## config.mk

```make
export PLATFORM = sky130hd
export DESIGN_NAME = remote_line_prefetch_buf
export DESIGN_NICKNAME = d
export VERILOG_FILES = /design/src/rtl/rlpb_pkg.sv /design/src/rtl/rlpb_datapath.sv /design/src/rtl/rlpb_ctrl.sv /design/src/rtl/remote_line_prefetch_buf.sv
export SDC_FILE = /design/constraint.sdc
export NUM_CORES = 2
export LEC_CHECK = 0
export ABC_CLOCK_PERIOD_IN_PS = 33100
export BUFFER_PORTS_ARGS = -buffer_cell sky130_fd_sc_hd__buf_4
export CELL_PAD_IN_SITES_DETAIL_PLACEMENT = 0
export CELL_PAD_IN_SITES_GLOBAL_PLACEMENT = 1
export CORE_AREA = 2 2 455 457
export CTS_BUF_LIST = sky130_fd_sc_hd__clkbuf_16
export DETAILED_ROUTE_END_ITERATION = 16
export DIE_AREA = 0 0 457 459
export PLACE_DENSITY_LB_ADDON = 0.3
export SKIP_CTS_REPAIR_TIMING = 1
export SYNTH_ARGS = -nofsm -noshare
export SYNTH_HDL_FRONTEND = slang
export SYNTH_SLANG_ARGS = --single-unit
```

## constraint.sdc

```tcl
create_clock -name clk -period 33.1 [get_ports clk]
set_input_delay 3.31 -clock clk [delete_from_list [all_inputs] [get_ports clk]]
set_output_delay 3.31 -clock clk [all_outputs]
set_load 0.05 [all_outputs]
```

## src/rtl/rlpb_pkg.sv

```systemverilog
package rlpb_pkg;

  typedef enum logic [1:0] {
    BLK_EMPTY,
    BLK_PEND,
    BLK_VALID,
    BLK_STALE
  } blkState_e;

  typedef enum logic [1:0] {
    C_IDLE,
    C_ISSUE,
    C_WAIT,
    C_RESP
  } ctrlState_e;

  typedef struct packed {
    logic touch;
    logic alloc;
    logic capture;
  } ctrlStrobe_t;

  typedef struct packed {
    logic hitAny;
    logic hitReady;
    logic victimOk;
  } dpStatus_t;

endpackage

```

## src/rtl/rlpb_datapath.sv

```systemverilog
module rlpb_datapath
  import rlpb_pkg::*;
#(
  parameter int NUM_BLOCKS = 4,
  parameter int LINE_W     = 26,
  parameter int LINE_BITS  = 512,
  parameter int WORD_W     = 32,
  parameter int WSEL_W     = 4,
  parameter int SLOT_W     = 2
) (
  input  logic                 clk,
  input  logic                 rstN,
  input  logic                 flush,
  input  ctrlStrobe_t          strobe,
  input  logic [LINE_W-1:0]    lookLine,
  input  logic [WSEL_W-1:0]    wordSel,
  output dpStatus_t            status,
  output logic [SLOT_W-1:0]    victimIdx,
  input  logic                 memRspValid,
  input  logic [SLOT_W-1:0]    memRspSlot,
  input  logic [LINE_BITS-1:0] memRspData,
  output logic [WORD_W-1:0]    rspData
);

  blkState_e              st     [NUM_BLOCKS];
  blkState_e              stNext [NUM_BLOCKS];
  logic [LINE_W-1:0]      tag    [NUM_BLOCKS];
  logic [LINE_BITS-1:0]   data   [NUM_BLOCKS];
  logic [SLOT_W-1:0]      age    [NUM_BLOCKS];

  logic [SLOT_W-1:0] hitIdx, touchIdx;
  logic              doTouch;

  // Lookup of the requested line among live blocks
  always_comb begin
    status.hitAny   = 1'b0;
    status.hitReady = 1'b0;
    hitIdx          = '0;
    for (int i = 0; i < NUM_BLOCKS; i++) begin
      if ((st[i] == BLK_VALID || st[i] == BLK_PEND) && tag[i] == lookLine) begin
        status.hitAny   = 1'b1;
        status.hitReady = (st[i] == BLK_VALID);
        hitIdx          = SLOT_W'(i);
      end
    end
  end

  // Replacement: first empty block, else oldest block holding data
  logic              freeOk, oldOk;
  logic [SLOT_W-1:0] freeIdx, oldIdx, oldAge;
  always_comb begin
    freeOk  = 1'b0;
    freeIdx = '0;
    oldOk   = 1'b0;
    oldIdx  = '0;
    oldAge  = '0;
    for (int i = 0; i < NUM_BLOCKS; i++) begin
      if (st[i] == BLK_EMPTY && !freeOk) begin
        freeOk  = 1'b1;
        freeIdx = SLOT_W'(i);
      end
      if (st[i] == BLK_VALID && (!oldOk || age[i] > oldAge)) begin
        oldOk  = 1'b1;
        oldIdx = SLOT_W'(i);
        oldAge = age[i];
      end
    end
    status.victimOk = freeOk | oldOk;
    victimIdx       = freeOk ? freeIdx : oldIdx;
  end

  // Block state next value: fill, then allocation, then flush
  always_comb begin
    for (int i = 0; i < NUM_BLOCKS; i++) begin
      stNext[i] = st[i];
      if (memRspValid && memRspSlot == SLOT_W'(i))
        stNext[i] = (st[i] == BLK_PEND) ? BLK_VALID : BLK_EMPTY;
      if (strobe.alloc && victimIdx == SLOT_W'(i))
        stNext[i] = BLK_PEND;
      if (flush) begin
        if (stNext[i] == BLK_VALID)     stNext[i] = BLK_EMPTY;
        else if (stNext[i] == BLK_PEND) stNext[i] = BLK_STALE;
      end
    end
  end

  assign doTouch  = strobe.alloc | strobe.touch;
  assign touchIdx = strobe.alloc ? victimIdx : hitIdx;

  always_ff @(posedge clk) begin
    if (!rstN) begin
      for (int i = 0; i < NUM_BLOCKS; i++) begin
        st[i]  <= BLK_EMPTY;
        tag[i] <= '0;
        age[i] <= SLOT_W'(i);
      end
    end else begin
      for (int i = 0; i < NUM_BLOCKS; i++) begin
        st[i] <= stNext[i];
        if (strobe.alloc && victimIdx == SLOT_W'(i)) tag[i] <= lookLine;
        if (doTouch) begin
          if (touchIdx == SLOT_W'(i))     age[i] <= '0;
          else if (age[i] < age[touchIdx]) age[i] <= age[i] + 1'b1;
        end
      end
    end
  end

  always_ff @(posedge clk) begin
    for (int i = 0; i < NUM_BLOCKS; i++)
      if (memRspValid && memRspSlot == SLOT_W'(i) && st[i] == BLK_PEND)
        data[i] <= memRspData;
  end

  always_ff @(posedge clk) begin
    if (!rstN)               rspData <= '0;
    else if (strobe.capture) rspData <= data[hitIdx][wordSel*WORD_W +: WORD_W];
  end

  // Checking helpers
  logic dupFlag;
  int   liveCnt;
  always_comb begin
    dupFlag = 1'b0;
    liveCnt = 0;
    for (int i = 0; i < NUM_BLOCKS; i++) begin
      if (st[i] == BLK_VALID || st[i] == BLK_PEND) liveCnt++;
      for (int j = i + 1; j < NUM_BLOCKS; j++)
        if ((st[i] == BLK_VALID || st[i] == BLK_PEND) &&
            (st[j] == BLK_VALID || st[j] == BLK_PEND) && tag[i] == tag[j])
          dupFlag = 1'b1;
    end
  end


  fill_target_chk: assert property (@(posedge clk) disable iff (!rstN)
    memRspValid |-> (st[memRspSlot] == BLK_PEND || st[memRspSlot] == BLK_STALE));


  no_dup_line_chk: assert property (@(posedge clk) disable iff (!rstN) !dupFlag);


  victim_free_chk: assert property (@(posedge clk) disable iff (!rstN)
    strobe.alloc |-> (st[victimIdx] == BLK_EMPTY || st[victimIdx] == BLK_VALID));


  flush_clear_chk: assert property (@(posedge clk) disable iff (!rstN)
    flush |=> (liveCnt == 0));

endmodule

```

## src/rtl/rlpb_ctrl.sv

```systemverilog
module rlpb_ctrl
  import rlpb_pkg::*;
#(
  parameter int ADDR_W   = 32,
  parameter int OFF_W    = 6,
  parameter int WB_W     = 2,
  parameter int LINE_W   = 26,
  parameter int WSEL_W   = 4,
  parameter int PF_LINES = 1,
  parameter int CNT_W    = 2
) (
  input  logic              clk,
  input  logic              rstN,
  input  logic              flush,
  input  logic              ldValid,
  output logic              ldReady,
  input  logic [ADDR_W-1:0] ldAddr,
  output logic              rspValid,
  output logic              memReqValid,
  input  logic              memReqReady,
  input  dpStatus_t         status,
  output ctrlStrobe_t       strobe,
  output logic [LINE_W-1:0] lookLine,
  output logic [WSEL_W-1:0] wordSel
);

  ctrlState_e        state, stateN;
  logic [LINE_W-1:0] baseLine, baseN, curLine;
  logic [WSEL_W-1:0] selN;
  logic [CNT_W-1:0]  lineCnt, cntN;
  logic              issueGo, lastLine;

  logic unusedByteBits;
  assign unusedByteBits = ^ldAddr[WB_W-1:0];

  assign curLine  = baseLine + LINE_W'(lineCnt);
  assign lookLine = (state == C_ISSUE) ? curLine : baseLine;
  assign lastLine = (lineCnt == CNT_W'(PF_LINES));
  assign ldReady  = (state == C_IDLE);
  assign rspValid = (state == C_RESP);

  assign memReqValid = (state == C_ISSUE) && !status.hitAny && status.victimOk;

  // A prefetch line without a free block is skipped; the demand line waits
  assign issueGo = status.hitAny || (status.victimOk && memReqReady) ||
                   (!status.victimOk && lineCnt != '0);

  always_comb begin
    strobe.alloc   = memReqValid && memReqReady;
    strobe.touch   = (state == C_ISSUE) && (lineCnt == '0) && status.hitAny;
    strobe.capture = (state == C_WAIT) && !flush && status.hitReady;
  end

  always_comb begin
    stateN = state;
    baseN  = baseLine;
    selN   = wordSel;
    cntN   = lineCnt;
    unique case (state)
      C_IDLE: if (ldValid) begin
        stateN = C_ISSUE;
        baseN  = ldAddr[ADDR_W-1:OFF_W];
        selN   = ldAddr[OFF_W-1:WB_W];
        cntN   = '0;
      end
      C_ISSUE: begin
        if (flush) cntN = '0;
        else if (issueGo) begin
          if (lastLine) stateN = C_WAIT;
          else          cntN   = lineCnt + CNT_W'(1);
        end
      end
      C_WAIT: begin
        if (flush || !status.hitAny) begin
          stateN = C_ISSUE;
          cntN   = '0;
        end else if (status.hitReady) stateN = C_RESP;
      end
      C_RESP: stateN = C_IDLE;
      default: stateN = C_IDLE;
    endcase
  end

  always_ff @(posedge clk) begin
    if (!rstN) begin
      state    <= C_IDLE;
      baseLine <= '0;
      wordSel  <= '0;
      lineCnt  <= '0;
    end else begin
      state    <= stateN;
      baseLine <= baseN;
      wordSel  <= selN;
      lineCnt  <= cntN;
    end
  end


  ld_busy_chk: assert property (@(posedge clk) disable iff (!rstN)
    (ldValid && ldReady) |=> !ldReady);


  rsp_pulse_chk: assert property (@(posedge clk) disable iff (!rstN)
    rspValid |=> !rspValid);


  stall_no_req_chk: assert property (@(posedge clk) disable iff (!rstN)
    (!status.victimOk && !status.hitAny) |-> !memReqValid);

endmodule

```

## src/rtl/remote_line_prefetch_buf.sv

```systemverilog
module remote_line_prefetch_buf
  import rlpb_pkg::*;
#(
  parameter int ADDR_W     = 32,
  parameter int LINE_BYTES = 64,
  parameter int WORD_W     = 32,
  parameter int NUM_BLOCKS = 4,
  parameter int PF_LINES   = 1,
  localparam int OFF_W     = $clog2(LINE_BYTES),
  localparam int WB_W      = $clog2(WORD_W / 8),
  localparam int LINE_W    = ADDR_W - OFF_W,
  localparam int LINE_BITS = LINE_BYTES * 8,
  localparam int WSEL_W    = OFF_W - WB_W,
  localparam int SLOT_W    = $clog2(NUM_BLOCKS),
  localparam int CNT_W     = $clog2(PF_LINES + 2)
) (
  input  logic                 clk,
  input  logic                 rstN,
  input  logic                 flush,
  input  logic                 ldValid,
  output logic                 ldReady,
  input  logic [ADDR_W-1:0]    ldAddr,
  output logic                 rspValid,
  output logic [WORD_W-1:0]    rspData,
  output logic                 memReqValid,
  input  logic                 memReqReady,
  output logic [LINE_W-1:0]    memReqLine,
  output logic [SLOT_W-1:0]    memReqSlot,
  input  logic                 memRspValid,
  input  logic [SLOT_W-1:0]    memRspSlot,
  input  logic [LINE_BITS-1:0] memRspData
);

  dpStatus_t         status;
  ctrlStrobe_t       strobe;
  logic [LINE_W-1:0] lookLine;
  logic [WSEL_W-1:0] wordSel;

  assign memReqLine = lookLine;

  rlpb_ctrl #(
    .ADDR_W(ADDR_W), .OFF_W(OFF_W), .WB_W(WB_W), .LINE_W(LINE_W),
    .WSEL_W(WSEL_W), .PF_LINES(PF_LINES), .CNT_W(CNT_W)
  ) u_ctrl (
    .clk(clk), .rstN(rstN), .flush(flush),
    .ldValid(ldValid), .ldReady(ldReady), .ldAddr(ldAddr),
    .rspValid(rspValid),
    .memReqValid(memReqValid), .memReqReady(memReqReady),
    .status(status), .strobe(strobe),
    .lookLine(lookLine), .wordSel(wordSel)
  );

  rlpb_datapath #(
    .NUM_BLOCKS(NUM_BLOCKS), .LINE_W(LINE_W), .LINE_BITS(LINE_BITS),
    .WORD_W(WORD_W), .WSEL_W(WSEL_W), .SLOT_W(SLOT_W)
  ) u_dp (
    .clk(clk), .rstN(rstN), .flush(flush),
    .strobe(strobe), .lookLine(lookLine), .wordSel(wordSel),
    .status(status), .victimIdx(memReqSlot),
    .memRspValid(memRspValid), .memRspSlot(memRspSlot), .memRspData(memRspData),
    .rspData(rspData)
  );

endmodule

```

[After elaboration in Yosys (flattened, before gate mapping)]
Memories as Yosys holds them, arrays and structs flattened.
Cells that the tools add are included.
Cells by class
  add/sub/neg operators: 6
  order comparisons: 7
  equal/unequal tests: 41
  shifts and indexed selects: 1
  mux-type cells: 147
  bitwise operators: 18
  reduce and logical (&&, ||, !) cells: 67
Operators with widths (count)
  $mux 512: 3
  $reduce_or 512->1: 3
  $shiftx 512x10->32: 1
  $mux 2: 65
  $mux 26: 5
  $eq 26x26->1: 4
  $mux 1: 72
  $eq 2x2->1 const B: 16
  $logic_and 1x1->1: 31
  $add 26x2->26: 1
  $eq 2x1->1 const B: 13
  $logic_not 2->1: 9
  $or 1x1->1: 18
  $add 2x1->2 const B: 5
  $logic_or 1x1->1: 10
  $reduce_and 5->1: 2
  $logic_not 1->1: 9
  $lt 2x2->1: 4
  $pmux 2 s4: 1
  $gt 2x2->1: 3
  $ne 2x2->1 const B: 3
  $ne 3x2->1 const B: 2
  $pmux 2 s3: 1
  $ne 2x1->1 const B: 2
  other kinds (4): 4
Storage, ports and cells
  flip-flop bits (word level): 66
  bits in writable memories: 2168
  output and inout port bits: 63
  logic and storage cells: 296
  memories: 4
Memory list
  u_dp.data: depth 4, width 512, rd ports 1, clocked after memory_dff 0, wr ports 1, line rlpb_datapath.sv:28  | logic [LINE_BITS-1:0] data [NUM_BLOCKS];
  u_dp.tag: depth 4, width 26, rd ports 4, clocked after memory_dff 0, wr ports 4, line rlpb_datapath.sv:27  | logic [LINE_W-1:0] tag [NUM_BLOCKS];
  u_dp.age: depth 4, width 2, rd ports 5, clocked after memory_dff 0, wr ports 4, line rlpb_datapath.sv:29  | logic [SLOT_W-1:0] age [NUM_BLOCKS];
  u_dp.st: depth 4, width 2, rd ports 4, clocked after memory_dff 0, wr ports 4, line rlpb_datapath.sv:25  | blkState_e st [NUM_BLOCKS];

[Logic depth before layout (Yosys ltp)]
An unclocked memory read counts as a cell.
  depth in word-level cells: 27
  gate-level depth with buffers: 32

[Modules after synthesis]
From an unflattened synthesis, not the netlist that was laid out.
Unflattened totals
  cells, all modules: 6296
  area total of the unflattened synthesis: 90501.8 um2
By module, submodules not included
  rlpb_datapath: instances 1, cells each 6044, area an instance 88496.1 um2
  rlpb_ctrl: instances 1, cells each 252, area an instance 2005.7 um2

[Least setup slack after synthesis]
OpenSTA, ideal clock, no wires.
  path type: input-to-reg
  from: input port memRspSlot[0]
  to: memory u_dp.data[3][0], enable pin
  library setup time: 1.401 ns
  arrival: 24.630 ns
  data required time: 31.699 ns
  slack: 7.069 ns
  stages: 2
  path buffers: 0
  cell sequence: nand3_1 > nor2_1
Between the ends
  longest elaborated chain between the ends: 9
  elaborated cells on any way between the ends: 29
RTL lines
  from (decl): line remote_line_prefetch_buf.sv:30  | input logic [SLOT_W-1:0] memRspSlot,
  $eq 2x1->1: line rlpb_datapath.sv:111  | if (memRspValid && memRspSlot == SLOT_W'(i) && st[i] == BLK_PEND)
  $logic_and 1x1->1 (2 in series): line rlpb_datapath.sv:111
  $mux 1: line rlpb_datapath.sv:111
  $mux 1 (not written as such): line rlpb_datapath.sv:112  | data[i] <= memRspData;
  $reduce_or 512->1 (no source line)
  $mux 2 (no source line) or $mux 1 (tied branches) (3 in series)
  to (decl): line rlpb_datapath.sv:28
Several ways; a longest one is shown, not always the timed one.

[Final worst setup path]
  from: register u_ctrl.baseLine[0]
  to: output port memReqValid
Between the ends
  longest elaborated chain between the ends: 11
  elaborated cells on any way between the ends: 17
RTL lines
  from (decl): line rlpb_ctrl.sv:28  | logic [LINE_W-1:0] baseLine, baseN, curLine;
  from (signal assigned): line rlpb_ctrl.sv:92  | baseLine <= baseN;
  $add 26x2->26: line rlpb_ctrl.sv:36  | assign curLine = baseLine + LINE_W'(lineCnt);
  $mux 26 (*): line rlpb_ctrl.sv:37  | assign lookLine = (state == C_ISSUE) ? curLine : baseLine;
  $eq 26x26->1: line rlpb_datapath.sv:40  | if ((st[i] == BLK_VALID || st[i] == BLK_PEND) && tag[i] == lookLine) begin
  $logic_and 1x1->1: line rlpb_datapath.sv:40
  $mux 2 (3 in series): line rlpb_datapath.sv:40
  $mux 2 (*): line rlpb_datapath.sv:40
  $logic_not 1->1 (*): line rlpb_ctrl.sv:42  | assign memReqValid = (state == C_ISSUE) && !status.hitAny && status.victimOk;
  $logic_and 1x1->1 (*) (2 in series): line rlpb_ctrl.sv:42
  to (decl): line remote_line_prefetch_buf.sv:25  | output logic memReqValid,
Mark *: on every way between the ends. The rest lies on a longest branch, timed or not.

==> key figures <==
Finish
  • Most frequent cells in the layout: edfxtp_1, nand2_1, buf_4
  • Proportion of layout cells with a drive suffix above 1: 0.164
  • Final core occ: 0.520
  • Fillcell total: 17,400
  • Commonest non-fill, non-tap cell in the layout: edfxtp_1
  • Layout area overhead: 16.6%
  • Multi-input gate area: 23,500 um^2
  • FF+latch area: 66,400 um^2
  • Final #Nets: 7,895

Synth
  • Ys async rst share: 0
  • Syn_nets: 7,330
  • Post-synth EDFFs: 2,160
  • Main synth FF type: edfxtp_1
  • Mapped Area: 91,700 um^2
  • Sequential area share after synthesis: 0.723
  • Avg Cell Area, Syn: 13.6 um^2
  • Distinct cells, synth: 95
  • Instance count of the mapped netlist: 6,755
  • Yosys reg bits: 2,234
  • Yosys warns: 0

Global routing
  • Initial antenna violation count: 160
  • Pin count of the biggest net entering global routing: 135
  • GRT overflow: 0
  • First-pass GRT wire length: 454 mm
  • Gr usage total: 0.307
  • Number of global-route vias before repair: 58,400

Floorplanning
  • Starting Density: 0.446
  • Die width: 457 um
  • Core Box Area: 206,000 um^2
  • Number of I/O pins: 615
  • Die Height: 459 um
  • Die area: 210,000 um^2
  • Row cnt: 167

Route
  • Via density: 6.03
  • DRC Markers: 0
  • Iter 0 DRT Violations: 7,424
  • WL final: 330 mm
  • Routed WL per cell: 32.1 um
  • First drt pass iteration count: 8
  • Final ANT Viol Nets: 0
  • Vias: 62,100

Run
  • Max-cap check violation count: 0

Worst setup path
  • Cell-by-cell listing of the critical path: ha_1 -> inv_1 -> fa_1 -> and4bb_2 -> nand3_1 -> or3_1 -> xnor3_1 -> nand4_1 -> nor4_1 -> and2_4 -> nor4_2 -> and3_1 -> buf_4
  • Crit. Startpoint: u_ctrl.baseLine[0]
  • CP Data Required Time: 29.79 ns
  • Critical Path End Type: output pin
  • Slowest stage delay, CP: 0.83 ns
  • Type of the worst setup path: reg2out
  • CP Launch Type: flip-flop
  • Crit Path Max Fanout: 21
  • Arrival time at the worst endpoint: 6.52 ns
  • Reg-to-Reg Start: u_ctrl.baseLine[0]
  • Slowest-stage cell, CP: nor4_1

Timing
  • Slew margin rel.: 0.129
  • Final Skew: 0.0712 ns
  • FMAX: 102 MHz
  • Final setup viols: 0
  • Hold Vio Cnt, Final: 0
  • Unrepaired setup endpoints after global routing: no
  • Min Tclk post-route: 9.83 ns
  • Setup TNS: 0 ns
  • Final WS setup: 23.27 ns
  • Final period util: 0.297
  • Hold Slack: 0.492 ns
  • Slew Limit Fails: 0
  • Worst-Margin Slew: 1.27 ns

Clock network
  • Worst-path clk slew: 0.06 ns
  • Max clock buf depth: 3
  • H-tree Lvls: 4
  • CTS Buf Count: 227
  • Clk_lat worst skew: 0.91 ns
  • Root buf cell: clkbuf_16
  • Clk sinks: 2,234
  • CTS tree: built

Power
  • P_leak: 0.0364 uW
  • Peak supply drop: 0.0609 mV
  • Pwr dens: 55.0 nW/um^2

Min path
  • Worst Hold Launch: u_dp.rspData[30]
  • Hold Crit Class: reg2reg

Status
  • Status: finished, final reports clean

Placed design
  • Final RePlAce weighted congestion: 0.930
  • Post-DP HPWL: 213 mm
  • IO Port Bufs: 612
  • Pre-CTS setup slack: 24.20 ns
==> worst paths after layout <==
kind	slack (ns)	to	cells after the start
max reg2reg	23.93	u_dp.rspData[30]	18
min	0.49	u_dp.rspData[30]	2
max	23.27	memReqValid	13
min reg2reg	0.49	u_dp.rspData[30]	2
==> final cells by class <==
type                            instances  share of cell area
Antenna cell                           64             0.00150
Clock buffer                          228              0.0534
Clock inverter                        198              0.0146
Inverter                               69             0.00242
Multi-Input combinational cell       4003               0.220
Sequential cell                      2234               0.621
Tap cell                             2704              0.0316
Timing Repair Buffer                  785              0.0563
==> registers in the layout (all words and copies together), names as in the netlist <==
signal           flops
u_ctrl.baseLine     26
u_dp.age             8
u_dp.data         2048
u_ctrl.lineCnt       2
u_ctrl.state         2
u_ctrl.wordSel       4
u_dp.st              8
u_dp.rspData        32
u_dp.tag           104
==> report_power, final <==
part | total (uW) | switching, uW | leakage, uW | internal [uW]
combinational | 266 | 170 | 0.0125 | 95.3
clock | 2480 | 1120 | 0.00372 | 1370
sequential | 3130 | 16.2 | 0.0202 | 3110
total | 5880 | 1300 | 0.0364 | 4580
==> metrics by stage <==
stage	total power [uW]	instance area, um^2	cells
after global routing	6030	107000	10300
final	5880	107000	10300
after detailed placement	3450	99500	9795
after floorplan	3290	91700	6755
after CTS	5900	107000	10200
after global placement	3450	99500	9795
==> cells in the mapped netlist (68+ instances only) <==
cell type | n | area share
a21oi_1 | 355 | 0.019
nand3_1 | 395 | 0.022
mux2i_1 | 164 | 0.018
buf_2 | 118 | 0.0064
o21ai_0 | 264 | 0.014
dfxtp_1 | 74 | 0.016
a211oi_1 | 209 | 0.017
edfxtp_1 | 2160 | 0.71
clkbuf_1 | 273 | 0.011
inv_1 | 68 | 0.0028
nand2_1 | 1043 | 0.043
nor2_1 | 409 | 0.017
o211ai_1 | 199 | 0.016
a31oi_1 | 69 | 0.0047
xnor2_1 | 69 | 0.0066
==> worst max-delay path, delay by kind of cell (launching register included) <==
kind / cells / cell delay (ns)
flops: 1 / 0.46
fa+ha+maj: 2 / 0.73
buf+inv: 2 / 0.26
simple gates: 8 / 3.90
xor+xnor: 1 / 0.27
==> kinds of logic (layout without fill, tap and decap cells) <==
logic type	count (synthesis)	count (layout)	synth area share
DFF	2234	2234	0.723
adders and majority gates	23	23	0.00322
AOI/OAI and AO/OA	1458	1458	0.104
other	0	64	0
muxes	219	219	0.0260
xor gates and xnor gates	125	125	0.0147
and+or+nand+nor	2178	2178	0.105
buffers and inverters	518	1280	0.0237
==> layer usage <==
metal | track usage | up-vias | wire length (um)
met5 | 0 | - | 752
met4 | 0.133 | 124 | 13500
met3 | 0.0846 | 598 | 31800
met2 | 0.487 | 2899 | 156000
met1 | 0.395 | 31500 | 128000
li1 | - | 26900 | -
Note: power is estimated with default switching activity, not from simulation.
